[config.mk]
export PLATFORM = sky130hd
export DESIGN_NAME = serial_eeprom_target
export DESIGN_NICKNAME = d
export VERILOG_FILES = /design/src/rtl/eeprom_pkg.sv /design/src/rtl/bus_sampler.sv /design/src/rtl/eeprom_regfile.sv /design/src/rtl/serial_eeprom_target.sv
export SDC_FILE = /design/constraint.sdc
export NUM_CORES = 1
export LEC_CHECK = 0
export BUFFER_PORTS_ARGS = -buffer_cell sky130_fd_sc_hd__buf_2
export CAP_MARGIN = 25
export CORE_UTILIZATION = 39
export CTS_CLUSTER_SIZE = 30
export DETAILED_ROUTE_END_ITERATION = 6
export PLACE_DENSITY = 0.61
export SYNTH_ARGS = -nofsm -noshare
export SYNTH_HDL_FRONTEND = slang
export SYNTH_HIERARCHICAL = 1
export SYNTH_SLANG_ARGS = --single-unit
[constraint.sdc]
create_clock -name clk -period 2.8 [get_ports clk]
set_input_delay 0.84 -clock clk [delete_from_list [all_inputs] [get_ports clk]]
set_output_delay 0.84 -clock clk [all_outputs]
set_load 0.01 [all_outputs]
[src/rtl/eeprom_pkg.sv]
package eeprom_pkg;

    typedef enum logic [3:0] {
        ST_IDLE,
        ST_CTRL,
        ST_CTRL_ACK,
        ST_ADDR,
        ST_ADDR_ACK,
        ST_WDATA,
        ST_WDATA_ACK,
        ST_RDATA,
        ST_RACK
    } tgt_state_t;

    localparam logic [3:0] DEVICE_CODE = 4'b1010;

endpackage

[src/rtl/bus_sampler.sv]
module bus_sampler #(
    parameter int SYNC_STAGES = 2
) (
    input  logic clk,
    input  logic rst_n,
    input  logic scl_i,
    input  logic sda_i,
    output logic scl_s,
    output logic sda_s,
    output logic scl_rise,
    output logic scl_fall,
    output logic start_det,
    output logic stop_det
);

    logic [SYNC_STAGES-1:0] scl_sync;
    logic [SYNC_STAGES-1:0] sda_sync;
    logic                   scl_p;
    logic                   sda_p;

    // The idle bus is high on both lines, so reset to 1.
    always_ff @(posedge clk or negedge rst_n) begin
        if (!rst_n) begin
            scl_sync <= '1;
            sda_sync <= '1;
            scl_p    <= 1'b1;
            sda_p    <= 1'b1;
        end else begin
            scl_sync <= {scl_sync[SYNC_STAGES-2:0], scl_i};
            sda_sync <= {sda_sync[SYNC_STAGES-2:0], sda_i};
            scl_p    <= scl_sync[SYNC_STAGES-1];
            sda_p    <= sda_sync[SYNC_STAGES-1];
        end
    end

    assign scl_s     = scl_sync[SYNC_STAGES-1];
    assign sda_s     = sda_sync[SYNC_STAGES-1];
    assign scl_rise  =  scl_s & ~scl_p;
    assign scl_fall  = ~scl_s &  scl_p;
    assign start_det =  scl_s &  scl_p &  sda_p & ~sda_s;
    assign stop_det  =  scl_s &  scl_p & ~sda_p &  sda_s;

endmodule

[src/rtl/eeprom_regfile.sv]
module eeprom_regfile #(
    parameter int ADDR_W = 7,
    parameter int DATA_W = 8
) (
    input  logic              clk,
    input  logic              we,
    input  logic [ADDR_W-1:0] addr,
    input  logic [DATA_W-1:0] wdata,
    output logic [DATA_W-1:0] rdata
);

    localparam int DEPTH = 1 << ADDR_W;

    logic [DATA_W-1:0] cells [DEPTH];

    always_ff @(posedge clk) begin
        if (we) begin
            cells[addr] <= wdata;
        end
    end

    assign rdata = cells[addr];

endmodule

[src/rtl/serial_eeprom_target.sv]
module serial_eeprom_target
    import eeprom_pkg::*;
#(
    parameter int ADDR_W      = 7,
    parameter int DATA_W      = 8,
    parameter int PAGE_W      = 4,
    parameter int SEL_W       = 3,
    parameter int SYNC_STAGES = 2
) (
    input  logic             clk,
    input  logic             rst_n,
    input  logic             scl_i,
    input  logic             sda_i,
    input  logic [SEL_W-1:0] chip_sel,
    input  logic             wr_protect,
    input  logic             cycle_busy,
    output logic             sda_oe,
    output logic             wcycle_start
);

    localparam int                BIT_W    = $clog2(DATA_W + 1);
    localparam logic [BIT_W-1:0]  FULL_CNT = BIT_W'(DATA_W);
    localparam logic [BIT_W-1:0]  LAST_BIT = BIT_W'(DATA_W - 1);

    logic scl_s, sda_s, scl_rise, scl_fall, start_det, stop_det;

    tgt_state_t        state_q, state_nxt;
    logic [DATA_W-1:0] rx_q;
    logic [DATA_W-1:0] tx_q;
    logic [BIT_W-1:0]  bit_q;
    logic [ADDR_W-1:0] ptr_q;
    logic [ADDR_W-1:0] page_next;
    logic              mack_q;
    logic              wrote_q;
    logic              byte_done;
    logic              ctrl_match;
    logic              mem_we;
    logic [DATA_W-1:0] mem_rd;

    bus_sampler #(.SYNC_STAGES(SYNC_STAGES)) u_sampler (
        .clk       (clk),
        .rst_n     (rst_n),
        .scl_i     (scl_i),
        .sda_i     (sda_i),
        .scl_s     (scl_s),
        .sda_s     (sda_s),
        .scl_rise  (scl_rise),
        .scl_fall  (scl_fall),
        .start_det (start_det),
        .stop_det  (stop_det)
    );

    eeprom_regfile #(.ADDR_W(ADDR_W), .DATA_W(DATA_W)) u_array (
        .clk   (clk),
        .we    (mem_we),
        .addr  (ptr_q),
        .wdata (rx_q),
        .rdata (mem_rd)
    );

    assign byte_done  = (bit_q == FULL_CNT);
    assign ctrl_match = (rx_q[DATA_W-1 -: 4] == DEVICE_CODE) &&
                        (rx_q[SEL_W:1] == chip_sel);
    // Inside a page, only the low PAGE_W bits of the pointer count.
    assign page_next  = {ptr_q[ADDR_W-1:PAGE_W], ptr_q[PAGE_W-1:0] + 1'b1};
    assign mem_we     = (state_q == ST_WDATA) && scl_fall && byte_done &&
                        !wr_protect && !start_det && !stop_det;

    // State register
    always_ff @(posedge clk or negedge rst_n) begin
        if (!rst_n) begin
            state_q <= ST_IDLE;
        end else begin
            state_q <= state_nxt;
        end
    end

    // Transition logic: START and STOP win over clock edges
    always_comb begin
        state_nxt = state_q;
        if (start_det) begin
            state_nxt = ST_CTRL;
        end else if (stop_det) begin
            state_nxt = ST_IDLE;
        end else if (scl_fall) begin
            unique case (state_q)
                ST_IDLE:      state_nxt = ST_IDLE;
                ST_CTRL:      if (byte_done) state_nxt = (ctrl_match && !cycle_busy) ? ST_CTRL_ACK : ST_IDLE;
                ST_CTRL_ACK:  state_nxt = rx_q[0] ? ST_RDATA : ST_ADDR;
                ST_ADDR:      if (byte_done) state_nxt = ST_ADDR_ACK;
                ST_ADDR_ACK:  state_nxt = ST_WDATA;
                ST_WDATA:     if (byte_done) state_nxt = ST_WDATA_ACK;
                ST_WDATA_ACK: state_nxt = ST_WDATA;
                ST_RDATA:     if (bit_q == LAST_BIT) state_nxt = ST_RACK;
                ST_RACK:      state_nxt = mack_q ? ST_RDATA : ST_IDLE;
                default:      state_nxt = ST_IDLE;
            endcase
        end
    end

    // Datapath: shift registers, bit counter, address pointer
    always_ff @(posedge clk or negedge rst_n) begin
        if (!rst_n) begin
            rx_q   <= '0;
            tx_q   <= '0;
            bit_q  <= '0;
            ptr_q  <= '0;
            mack_q <= 1'b0;
        end else if (start_det || stop_det) begin
            bit_q <= '0;
        end else if (scl_rise) begin
            unique case (state_q)
                ST_CTRL, ST_ADDR, ST_WDATA: begin
                    rx_q  <= {rx_q[DATA_W-2:0], sda_s};
                    bit_q <= bit_q + 1'b1;
                end
                ST_RACK: mack_q <= ~sda_s;
                default: ;
            endcase
        end else if (scl_fall) begin
            unique case (state_q)
                ST_ADDR:  if (byte_done) ptr_q <= rx_q[ADDR_W-1:0];
                ST_WDATA: if (byte_done) ptr_q <= page_next;
                ST_CTRL_ACK: begin
                    bit_q <= '0;
                    if (rx_q[0]) begin
                        tx_q  <= mem_rd;
                        ptr_q <= ptr_q + 1'b1;
                    end
                end
                ST_ADDR_ACK, ST_WDATA_ACK: bit_q <= '0;
                ST_RDATA: begin
                    if (bit_q == LAST_BIT) begin
                        bit_q <= '0;
                    end else begin
                        tx_q  <= {tx_q[DATA_W-2:0], 1'b0};
                        bit_q <= bit_q + 1'b1;
                    end
                end
                ST_RACK: begin
                    bit_q <= '0;
                    if (mack_q) begin
                        tx_q  <= mem_rd;
                        ptr_q <= ptr_q + 1'b1;
                    end
                end
                default: ;
            endcase
        end
    end

    // Outputs: line drive, write-cycle request
    always_ff @(posedge clk or negedge rst_n) begin
        if (!rst_n) begin
            sda_oe       <= 1'b0;
            wcycle_start <= 1'b0;
            wrote_q      <= 1'b0;
        end else begin
            wcycle_start <= stop_det && wrote_q;
            if (start_det || stop_det) begin
                sda_oe  <= 1'b0;
                wrote_q <= 1'b0;
            end else if (scl_fall) begin
                unique case (state_q)
                    ST_CTRL:     sda_oe <= byte_done && ctrl_match && !cycle_busy;
                    ST_ADDR:     sda_oe <= byte_done;
                    ST_WDATA: begin
                        sda_oe <= byte_done;
                        if (byte_done) wrote_q <= 1'b1;
                    end
                    ST_CTRL_ACK: sda_oe <= rx_q[0] & ~mem_rd[DATA_W-1];
                    ST_RDATA:    sda_oe <= (bit_q == LAST_BIT) ? 1'b0 : ~tx_q[DATA_W-2];
                    ST_RACK:     sda_oe <= mack_q & ~mem_rd[DATA_W-1];
                    default:     sda_oe <= 1'b0;
                endcase
            end
        end
    end

endmodule

* Yosys cells after proc, flatten, opt, wreduce, memory -nomap -nowiden *
Memory sizes are Yosys's and may differ from the RTL's.
Index checks and enable logic that the tools add are counted.

operators by class
  add/subtract/negate cells = 3
  equal/unequal tests = 22
  muxes and demuxes = 36
  bitwise operators = 18
  reduce and logical (&&, ||, !) cells = 36

operator list
  cell                   count
  $mux W4                13
  $mux W7                6
  $pmux W4 S7            1
  $pmux W7 S4            1
  $pmux W7 S3            1
  $eq A4 B3 Y1 const B   5
  $ne A4 B4 Y1 const B   4
  $reduce_and A8 Y1      2
  $eq A4 B4 Y1 const B   3
  $reduce_and A3 Y1      4
  $reduce_bool A3 Y1     4
  $logic_and A1 B1 Y1    10
  $ne A2 B2 Y1 const B   5
  $and A1 B1 Y1          9
  $mux W1                9
  $not A1 Y1             9
  $add A4 B1 Y4 const B  2
  $eq A4 B2 Y1 const B   2
  $pmux W4 S2            1
  $reduce_bool A4 Y1     2
  $add A7 B1 Y7 const B  1
  $reduce_and A7 Y1      1
  $mux W3                2
  $reduce_bool A2 Y1     3
  other kinds (11)       15

word-level totals
  register bits = 40
  RAM bits = 1024
  output and inout port bits = 2
  word-level logic and storage cells = 130
  memories kept = 1

memories
  memory         depth  width  rd ports  clocked after memory_dff  write ports  RTL line              source
  u_array.cells  128    8      1         0                         1            eeprom_regfile.sv:14  logic [DATA_W-1:0] cells [DEPTH];

* Logic depth before layout (Yosys ltp) *
Gate-level depths: netlist of the first run.

  word-level depth = 9
  mapped depth = 15
  gate-level depth less buffers = 11

* By module *
Netlist of the first run, hierarchy kept.

modules (own cells, without submodules)
  module                instances  cells an instance  area each (um2)  seq. area each (um2)
  eeprom_regfile        1          2467               40273.6          30749.5
  serial_eeprom_target  1          224                2160.8           850.8
  bus_sampler           1          10                 190.2            157.7

* Least setup slack after synthesis of the first run *
OpenSTA, ideal clock, no wires.

  path kind = register to register
  from = register u_sampler.sda_sync[1]
  to = memory u_array.cells[72][0] (enable)
  setup time = 0.395 ns
  arrival time = 2.465 ns
  required time = 2.405 ns
  setup slack = -0.059 ns
  cell stages (with the launch flop) = 7
  path through = dfstp_2 and4b_1 or2_2 nor3_1 clkbuf_1 nand3_1 nor4_1

on the way
  cells in the longest elaborated chain, start to end = 7
  elaborated cells between the ends (all ways) = 9
  classes of those cells = 2 x mux; 3 x bitwise; 4 x reduce/logical

ends and longest elaborated chain
  element                            RTL line                    source
  start: declaration                 bus_sampler.sv:17           logic [SYNC_STAGES-1:0] sda_sync;
  start signal: assignment           bus_sampler.sv:30           sda_sync <= {sda_sync[SYNC_STAGES-2:0], sda_i};
  $not A1 Y1                         bus_sampler.sv:40           assign start_det = scl_s & scl_p & sda_p & ~sda_s;
  $and A1 B1 Y1                      bus_sampler.sv:40
  named net start_det                serial_eeprom_target.sv:25  logic scl_s, sda_s, scl_rise, scl_fall, start_det, stop_det;
  $logic_not A1 Y1                   serial_eeprom_target.sv:67  !wr_protect && !start_det && !stop_det;
  $logic_and A1 B1 Y1 (2 in series)  serial_eeprom_target.sv:67
  named net mem_we                   serial_eeprom_target.sv:37  logic mem_we;
  $mux W1                            eeprom_regfile.sv:17        if (we) begin
  $mux W1 (not written as such)      eeprom_regfile.sv:18        cells[addr] <= wdata;
  end: declaration                   eeprom_regfile.sv:14

The timed path passes the listed nets, and every way through them passes these cells.

* Final worst setup path of the first run *
  from = register ptr_q[2]
  to = register sda_oe

on the way
  cells in the longest elaborated chain, start to end = 6
  elaborated cells between the ends (all ways) = 7
  classes of those cells = 3 x mux; 3 x bitwise; 1 x memory

ends and longest elaborated chain
  element                           RTL line                                                  source
  start: declaration                serial_eeprom_target.sv:31                                logic [ADDR_W-1:0] ptr_q;
  start signal: assignment          serial_eeprom_target.sv:122                               ST_ADDR: if (byte_done) ptr_q <= rx_q[ADDR_W-1:0];
  start signal: assignment          serial_eeprom_target.sv:123                               ST_WDATA: if (byte_done) ptr_q <= page_next;
  start signal: assignment          serial_eeprom_target.sv:128                               ptr_q <= ptr_q + 1'b1;
  $mem_v2 Z128 W8 (*)               --
  named net mem_rd[7]               serial_eeprom_target.sv:38                                logic [DATA_W-1:0] mem_rd;
  $not A1 Y1 (*)                    serial_eeprom_target.sv:171, serial_eeprom_target.sv:173
  $and A1 B1 Y1 (on tied branches)  serial_eeprom_target.sv:173, serial_eeprom_target.sv:171
  $pmux W1 S5 (*)                   serial_eeprom_target.sv:164                               unique case (state_q)
  $mux W1 (*)                       serial_eeprom_target.sv:163                               end else if (scl_fall) begin
  $mux W1 (*)                       serial_eeprom_target.sv:160                               if (start_det || stop_det) begin
  end signal: assignment            serial_eeprom_target.sv:165                               ST_CTRL: sda_oe <= byte_done && ctrl_match && !cycle_busy;
  end signal: assignment            serial_eeprom_target.sv:166                               ST_ADDR: sda_oe <= byte_done;
  end signal: assignment            serial_eeprom_target.sv:173                               ST_RACK: sda_oe <= mack_q & ~mem_rd[DATA_W-1];
  end: declaration                  serial_eeprom_target.sv:17                                output logic sda_oe,

The timed path passes the listed nets; every way through them passes the cells marked *. The select of a mux whose other input is x is not followed.
A chain may end at the register's enable or synchronous reset.

==> impl_results.md, run 1 <==
- Status: finished with violations
- Failing checks: setup timing
- First-pass GRT wire length: 192000 um
- RR Startpoint: ptr_q[2]
- Ys async rst share: 3.76%
- Internal power: 36.3 mW
- Clock share of power: 24.8%
- Initial antenna violation count: 1
- Die outline height: 333 um
- Total grt overflow: 0
- RePlAce Congestion: 0.929
- Setup Skew: 30.3 ps
- RSZ-0062 raised after global routing: yes
- Least-Margin Pin Slew: 930 ps
- Largest area contributor in the netlist: edfxtp_1
- Synth top area cells: edfxtp_1 (72%), a221oi_1 (4.5%), nor2_1 (2.2%)
- Antenna viol nets, final: 0
- Startpoint Class: register
- Via count: 28.4k
- Rel. slew slack: 38.0%
- Nets: 3177
- Diodes inserted: 0
- Post-synth EDFFs: 1024
- Max incr delay on CP: 560 ps
- Post-synth top cells: edfxtp_1 (1024), nor2_1 (255), a221oi_1 (220)
- Seq. cell area: 0.0318 mm^2
- Synth top area share: 72.1%
- Switch share: 36.1%
- Layout area overhead: 25.2%
- Number of synthesis warnings: 6
- Final hold vios: 0
- Worst R2R Setup Slack: -190 ps
- Clock slew at reported path FFs: 70 ps
- Seq pwr share: 35.4%
- Drt drc: 0
- HP Class: input pin to async pin
- Fillers: 8761
- Clock sink total: 1064
- Clk buf depth: 3
- Power share of the combinational group: 39.9%
- Max-cap violations: 0
- PwrDens: 1060 mW/mm^2
- Vias/cell: 6.12
- Core footprint: 0.108 mm^2
- Initial DRC count: 3752
- Crit path time final: 2990 ps
- CP max FO: 7
- Required time of the critical path: 3420 ps
- Placed Cells: 4406
- Fmax achieved: 335 MHz
- Post-synth cell types: 85
- Die footprint: 0.111 mm^2
- Starting Density: 39.6%
- TritonRoute pass-1 iters: 5
- Worst skew pair latency: 690 ps
- Slack of the critical path: -186 ps
- Max Slew Vio Count: 0
- Placement row count: 120
- Fin Setup TNS: -424 ps
- CP Capture Type: register
- Multi-input gate area: 0.0109 mm^2
- Most frequent cell after synthesis: edfxtp_1
- Seq/Total Area, Yosys: 74.5%
- CTS Hold Bufs: 0
- Port Buffers: 10
- CP Buf/Inv Count: 3
- Switch Pwr: 20.5 mW
- Top Family by Delay on Critical Path: compound AO/OA/AOI/OAI gates
- Critical path class: register to register
- Dominant synthesized flop cell: edfxtp_1
- Synthesized instance count: 2701
- Worst R2R End: sda_oe
- Gr usage total: 23.6%
- Cts bufs inserted: 108
- Worst r2r path cells: 14
- CTS root buffer: clkbuf_16
- LEAKAGE: 18.0 nW
- Routed length per instance: 29.0 um
- Worst IR Drop VDD: 0.000826 V
- Top Ports: 11
- Largest net degree at the start of global routing: 132
- Syn nets: 2713
- Drt total wl: 135000 um
- Seq cells post-synth: 1064
- Vias in the first global route: 27.9k
- CTS tree: done
- Mapped Area: 0.0426 mm^2
- Period Utilization, post-route: 107%
- Die Wd: 333 um
- DPL Wire Length: 84800 um
- CTS H-tree depth: 3
- Proportion of layout cells with a drive suffix above 1: 31.9%
- Most Frequent Cell on Critical Path: buf_6
- CP max stage cell: dfrtp_4
- Worst path cell trace: buf_6 > and2_4 > buf_6 > a221oi_2 > nor2_1 > o21ai_1 > o211ai_1 > a221oi_2 > nand4b_1 > buf_6 > nor3_4 > a2bb2oi_2 > o2111ai_1 > o2111a_1
- Final setup fails: 7
- Final cell count without fillers: 4646
- Avg Inst Size Synth: 15.8 um^2
- CP arrival: 3600 ps
[power by group through the flow]
| stage | sequential, mW | clock, mW | combinational, mW |
|---|---|---|---|
| 3_3_place_gp | 20.4 | 0 | 19.0 |
| 6_report | 20.1 | 14.1 | 22.6 |
| 2_1_floorplan | 20.8 | 0 | 9.46 |
| 4_1_cts | 20.1 | 14.2 | 21.0 |
| 3_5_place_dp | 20.4 | 0 | 19.3 |
| 5_1_grt | 20.1 | 14.8 | 23.4 |
[logic make-up after synthesis]
group           synth area share [%]
fa+ha+maj                     0.0881
flops                           74.5
compound gates                  12.9
simple gates                    5.49
xor+xnor                      0.0822
buf+inv                         2.72
mux                             4.26
[flip-flops by register name (all words and copies together) (netlist names)]
signal / cells
state_q: 4
u_sampler/scl_sync: 2
mack_q: 1
u_array/cells: 1024
wcycle_start: 1
u_sampler/sda_p: 1
bit_q: 4
rx_q: 8
sda_oe: 1
tx_q: 7
u_sampler/sda_sync: 2
ptr_q: 7
wrote_q: 1
u_sampler/scl_p: 1
[layer usage]
layer	global-route usage, %	up-vias	share of wire [%]
li1	-	11900	-
met4	10.2	2	4.6
met1	32.3	14500	39
met5	0	-	0.0089
met2	36.6	1736	46
met3	4.69	324	10
[worst max-delay path by stage]
stage                          startpoint                   end  slack, ps  depth (start not counted)
finish                           ptr_q[2]                sda_oe       -190                         14
global route                     ptr_q[2]                sda_oe       -220                         14
CTS                              ptr_q[2]                sda_oe        -70                         13
detailed placement               ptr_q[2]                sda_oe       -650                         14
global placement                 ptr_q[2]                sda_oe       -600                         12
floorplan           u_sampler/sda_sync[1]  u_array/cells[67][0]          3                          8
[timing repair]
item                       4_1_cts  5_1_grt
setup buffers                   19       22
cloned                           7        5
setup endpoints to repair      692      952
pin swaps                       45       39
resized for setup              159      226
[through the flow]
| step | hold WS [ps] | instance area, um^2 | total power [mW] | utilization, % | setup WS (ps) |
|---|---|---|---|---|---|
| finish | 236 | 53400 | 56.8 | 49.6 | -186 |
| global route | 241 | 53400 | 58.3 | 49.6 | -222 |
| CTS | 219 | 52100 | 55.3 | 48.4 | -66.4 |
| detailed placement | 351 | 47700 | 39.7 | 44.3 | -651 |
| global placement | 346 | 47700 | 39.4 | 44.3 | -596 |
| floorplan | 345 | 42600 | 30.3 | - | 2.74 |
[placed cells by master, fill, tap and decap left out, types with 10 or more instances in the layout]
cell type / instances
buf_4: 405
o221ai_1: 16
edfxtp_1: 1024
o211ai_1: 13
clkbuf_1: 20
a22oi_1: 71
nand3_1: 21
nand4_1: 11
nor2_2: 39
o22ai_1: 20
o21ai_1: 23
clkinv_2: 15
dfrtp_1: 21
a22o_1: 41
mux2_2: 68
a221oi_2: 56
a221oi_1: 161
clkbuf_16: 116
o21ai_0: 62
nand2_1: 109
dfrtp_4: 11
a221o_1: 20
buf_12: 50
a21oi_2: 23
buf_6: 67
nor2_4: 13
nor3_1: 10
nor2_1: 207
buf_2: 10
clkinv_1: 24
buf_8: 13
mux4_2: 11
mux2i_1: 73
bufinv_16: 11
nor2b_1: 18
a21oi_1: 121
[final cells by class]
class,count,share of cell area [%]
Clock inverter,57,1.03
Timing Repair Buffer,559,10.2
Multi-Input combinational cell,1421,20.5
Tap cell,1403,3.29
Inverter,11,0.0961
Clock buffer,131,5.35
Sequential cell,1064,59.6
Power figures use the tool's default switching activity.
==> inputs of run 2 (changes only) <==
ABC_AREA = 1   (was not set)
PLACE_DENSITY = 0.59   (was 0.61)
==> run 2 against run 1 <==
- the flow now finishes without violations
- area after synthesis increased by 8.5%
- first-iteration DRC count fell by 22%
- register-to-register slack better by 300 ps
- worst hold slack got worse by 94 ps
- combinational power down 40%
- die area rose by 8.5%
- power decreased by 15%
- critical path type unchanged
- largest power group is now registers
==> impl_results.md, run 2 <==
- Final core utilization: 46.4%
- Synthesized instance count: 4725
- CTS tree: done
- Max-cap violations: 0
- Synth Area in XOR/XNOR: 0.0757%
- TritonRoute pass-1 iters: 6
- Dominant synthesized flop cell: edfxtp_1
- Starting Density: 39.6%
- Routed length per instance: 19.1 um
- PwrDens: 891 mW/mm^2
- Post-synth top cells: nand2_1 (2875), edfxtp_1 (1024), nor2_1 (274)
- Combinational family with the most area after synthesis: simple AND/OR/NAND/NOR gates
- Startpoint Class: register
- Placement Cell Area: 0.0499 mm^2
- CP max FO: 37
- Most frequent cell after synthesis: nand2_1
- Rel. slew slack: 38.6%
- Clock sink total: 1064
- Vias in the first global route: 31.6k
- Layout area overhead: 17.2%
- Initial antenna violation count: 0
- Status: complete, no violations
- Most Frequent Cell on Critical Path: nand2_1
- RePlAce Congestion: 0.864
- Largest area contributor in the netlist: edfxtp_1
- Nets: 4951
- Final hold vios: 0
- Final setup fails: 0
- Drt drc: 0
- Ys async rst share: 3.76%
- Die outline height: 346 um
- CTS root buffer: clkbuf_16
- Internal power: 31.8 mW
- Vias/cell: 4.93
- Cts bufs inserted: 111
- Largest net degree at the start of global routing: 130
- Setup Skew: 33.7 ps
- Clk buf depth: 3
- Syn nets: 4737
- Least-Margin Pin Slew: 922 ps
- Worst R2R Setup Slack: 110 ps
- HP Class: input pin to async pin
- Initial DRC count: 2940
- Seq cells post-synth: 1064
- CP max stage cell: dfrtp_4
- Post-synthesis simple-gate area fraction: 27.0%
- CP Capture Type: register
- Worst r2r path cells: 19
- Mux cell area share after synthesis: 0%
- Mapped Area: 0.0463 mm^2
- Number of synthesis warnings: 6
- Proportion of layout cells with a drive suffix above 1: 11.3%
- Hold slack final: 142 ps
- Synth top area cells: edfxtp_1 (66%), nand2_1 (23%), nor2_1 (2.2%)
- Fin Setup TNS: 0 ps
- Via count: 32.4k
- Largest regs: u_array/cells x1024, rx_q x8
- Period Utilization, post-route: 96.0%
- Slack of the critical path: 111 ps
- Drt total wl: 126000 um
- Fmax achieved: 372 MHz
- Pre-CTS setup slack: 39.9 ps
- Worst skew pair latency: 720 ps
- Post-synth cell types: 36
- Design Power: 48.3 mW
- Worst R2R End: tx_q[5]
- Seq pwr share: 41.2%
- Avg Inst Size Synth: 9.79 um^2
- Max Slew Vio Count: 0
- Port Buffers: 10
- Worst path cell trace: clkinv_16 > buf_4 > clkbuf_16 > nand2_1 > nand2_1 > nand2_1 > nand2_1 > nand2_1 > nand2_1 > nand2_1 > nand2_1 > nor2_1 > nor2_1 > nor2_1 > nand2_1 > nand2_1 > o21ai_0 > nand2_2 > o21ai_2
- CP Buf/Inv Count: 3
- Placement row count: 125
- Max incr delay on CP: 600 ps
- CP arrival: 3290 ps
- Post-synth EDFFs: 1024
- Most frequent cells in the layout: nand2_1 (2873), edfxtp_1 (1024), nor2_1 (263)
- LEAKAGE: 23.1 nW
- Crit path time final: 2690 ps
- Clock slew at reported path FFs: 70 ps
- Post-Layout Inst Area: 0.0542 mm^2
- Top Family by Delay on Critical Path: simple AND/OR/NAND/NOR gates
- Final cell count without fillers: 6561
- Total grt overflow: 0
- Reg with most FFs: u_array/cells
- Required time of the critical path: 3400 ps
- DPL Wire Length: 72600 um
- Fillers: 10.8k
- Adder-cell area share of the yosys netlist: 0.0812%
- Commonest non-fill, non-tap cell in the layout: nand2_1
- Largest register FFs: 1024
- Clock share of power: 30.6%
- Switch Pwr: 16.5 mW
- Power share of the combinational group: 28.2%
- Switch share: 34.1%
- Worst IR Drop VDD: 0.000624 V
- Synth top area share: 66.5%
- Seq/Total Area, Yosys: 68.7%
- Top Ports: 11
- First-pass GRT wire length: 189000 um
- Die footprint: 0.120 mm^2
- CTS H-tree depth: 3
- Placed Cells: 6320
- Critical path class: register to register
- Gr usage total: 20.3%
- Synth Area in Compound Gates: 0.736%
- Die Wd: 346 um
- Antenna viol nets, final: 0
- RR Startpoint: ptr_q[0]
- Core footprint: 0.117 mm^2
-- run 2: cell count changes after synthesis, sizes merged, moves of 30 or more --
cell | previous run | this run
nand2 | 116 | 2888
a221oi | 223 | 0
a21oi | 144 | 19
inv | 11 | 121
a22oi | 77 | 0
mux2i | 74 | 0
mux2 | 73 | 0
buf | 131 | 190
o21ai | 94 | 38
clkbuf | 76 | 29
a22o | 41 | 0
nor2 | 259 | 289
-- run 2: power by group through the flow --
stage               logic, mW  registers [mW]  clock network (mW)
finish                   13.6            19.9                14.8
floorplan                7.01            20.8                   0
global route             15.0            19.9                15.6
global placement         12.9            20.2                   0
CTS                      12.9            19.9                15.0
detailed placement       12.9            20.2                   0
-- run 2: final cells by class --
class | instances | area [um^2] | share of cell area (%)
Tap cell | 1524 | 1910 | 3.52
Timing Repair inverter | 1 | 11.3 | 0.0208
Clock buffer | 137 | 2940 | 5.42
Clock inverter | 73 | 723 | 1.33
Inverter | 121 | 490 | 0.905
Timing Repair Buffer | 319 | 3410 | 6.29
Antenna cell | 1 | 2.50 | 0.00462
Sequential cell | 1064 | 31800 | 58.7
Multi-Input combinational cell | 3321 | 12900 | 23.8
-- run 2: cells by family after synthesis --
logic type | Yosys count
buf+inv | 340
compound gates | 61
xor+xnor | 4
simple gates | 3253
flops | 1064
fa+ha+maj | 3
-- run 2: repair_timing --
action                                  CTS  global route
gates resized for setup                   0            35
buffers inserted                          0            15
hold buffers                              0             0
endpoints found under the setup margin    0             5
-- run 2: how the worst max path moves through the flow --
stage / startpoint / to / slack [ps] / depth (start not counted)
final: ptr_q[0] / tx_q[5] / 110 / 19
after CTS: ptr_q[0] / sda_oe / 4 / 21
after floorplan: rx_q[1] / sda_oe / 130 / 9
after global routing: ptr_q[0] / sda_oe / -20 / 23
after global placement: ptr_q[0] / sda_oe / 60 / 21
after detailed placement: ptr_q[0] / sda_oe / 40 / 21
-- run 2: worst register-to-register path, cell delays in order, from the launching register on --
cell	delay (ps)
dfrtp_4	600
clkinv_16	150
buf_4	210
clkbuf_16	230
nand2_1	90
nand2_1	50
nand2_1	50
nand2_1	50
nand2_1	50
nand2_1	80
nand2_1	70
nand2_1	130
nor2_1	250
nor2_1	110
nor2_1	110
nand2_1	60
nand2_1	60
o21ai_0	90
nand2_2	80
o21ai_2	50
-- run 2: per-layer routing --
metal  global-route usage, %  vias up  wire (um)
met3                    2.54      157       7620
met5                       0        -          0
met2                    34.3      955      61200
met4                    5.51        0       2670
met1                    27.5    15600      54100
li1                        -    15600          -
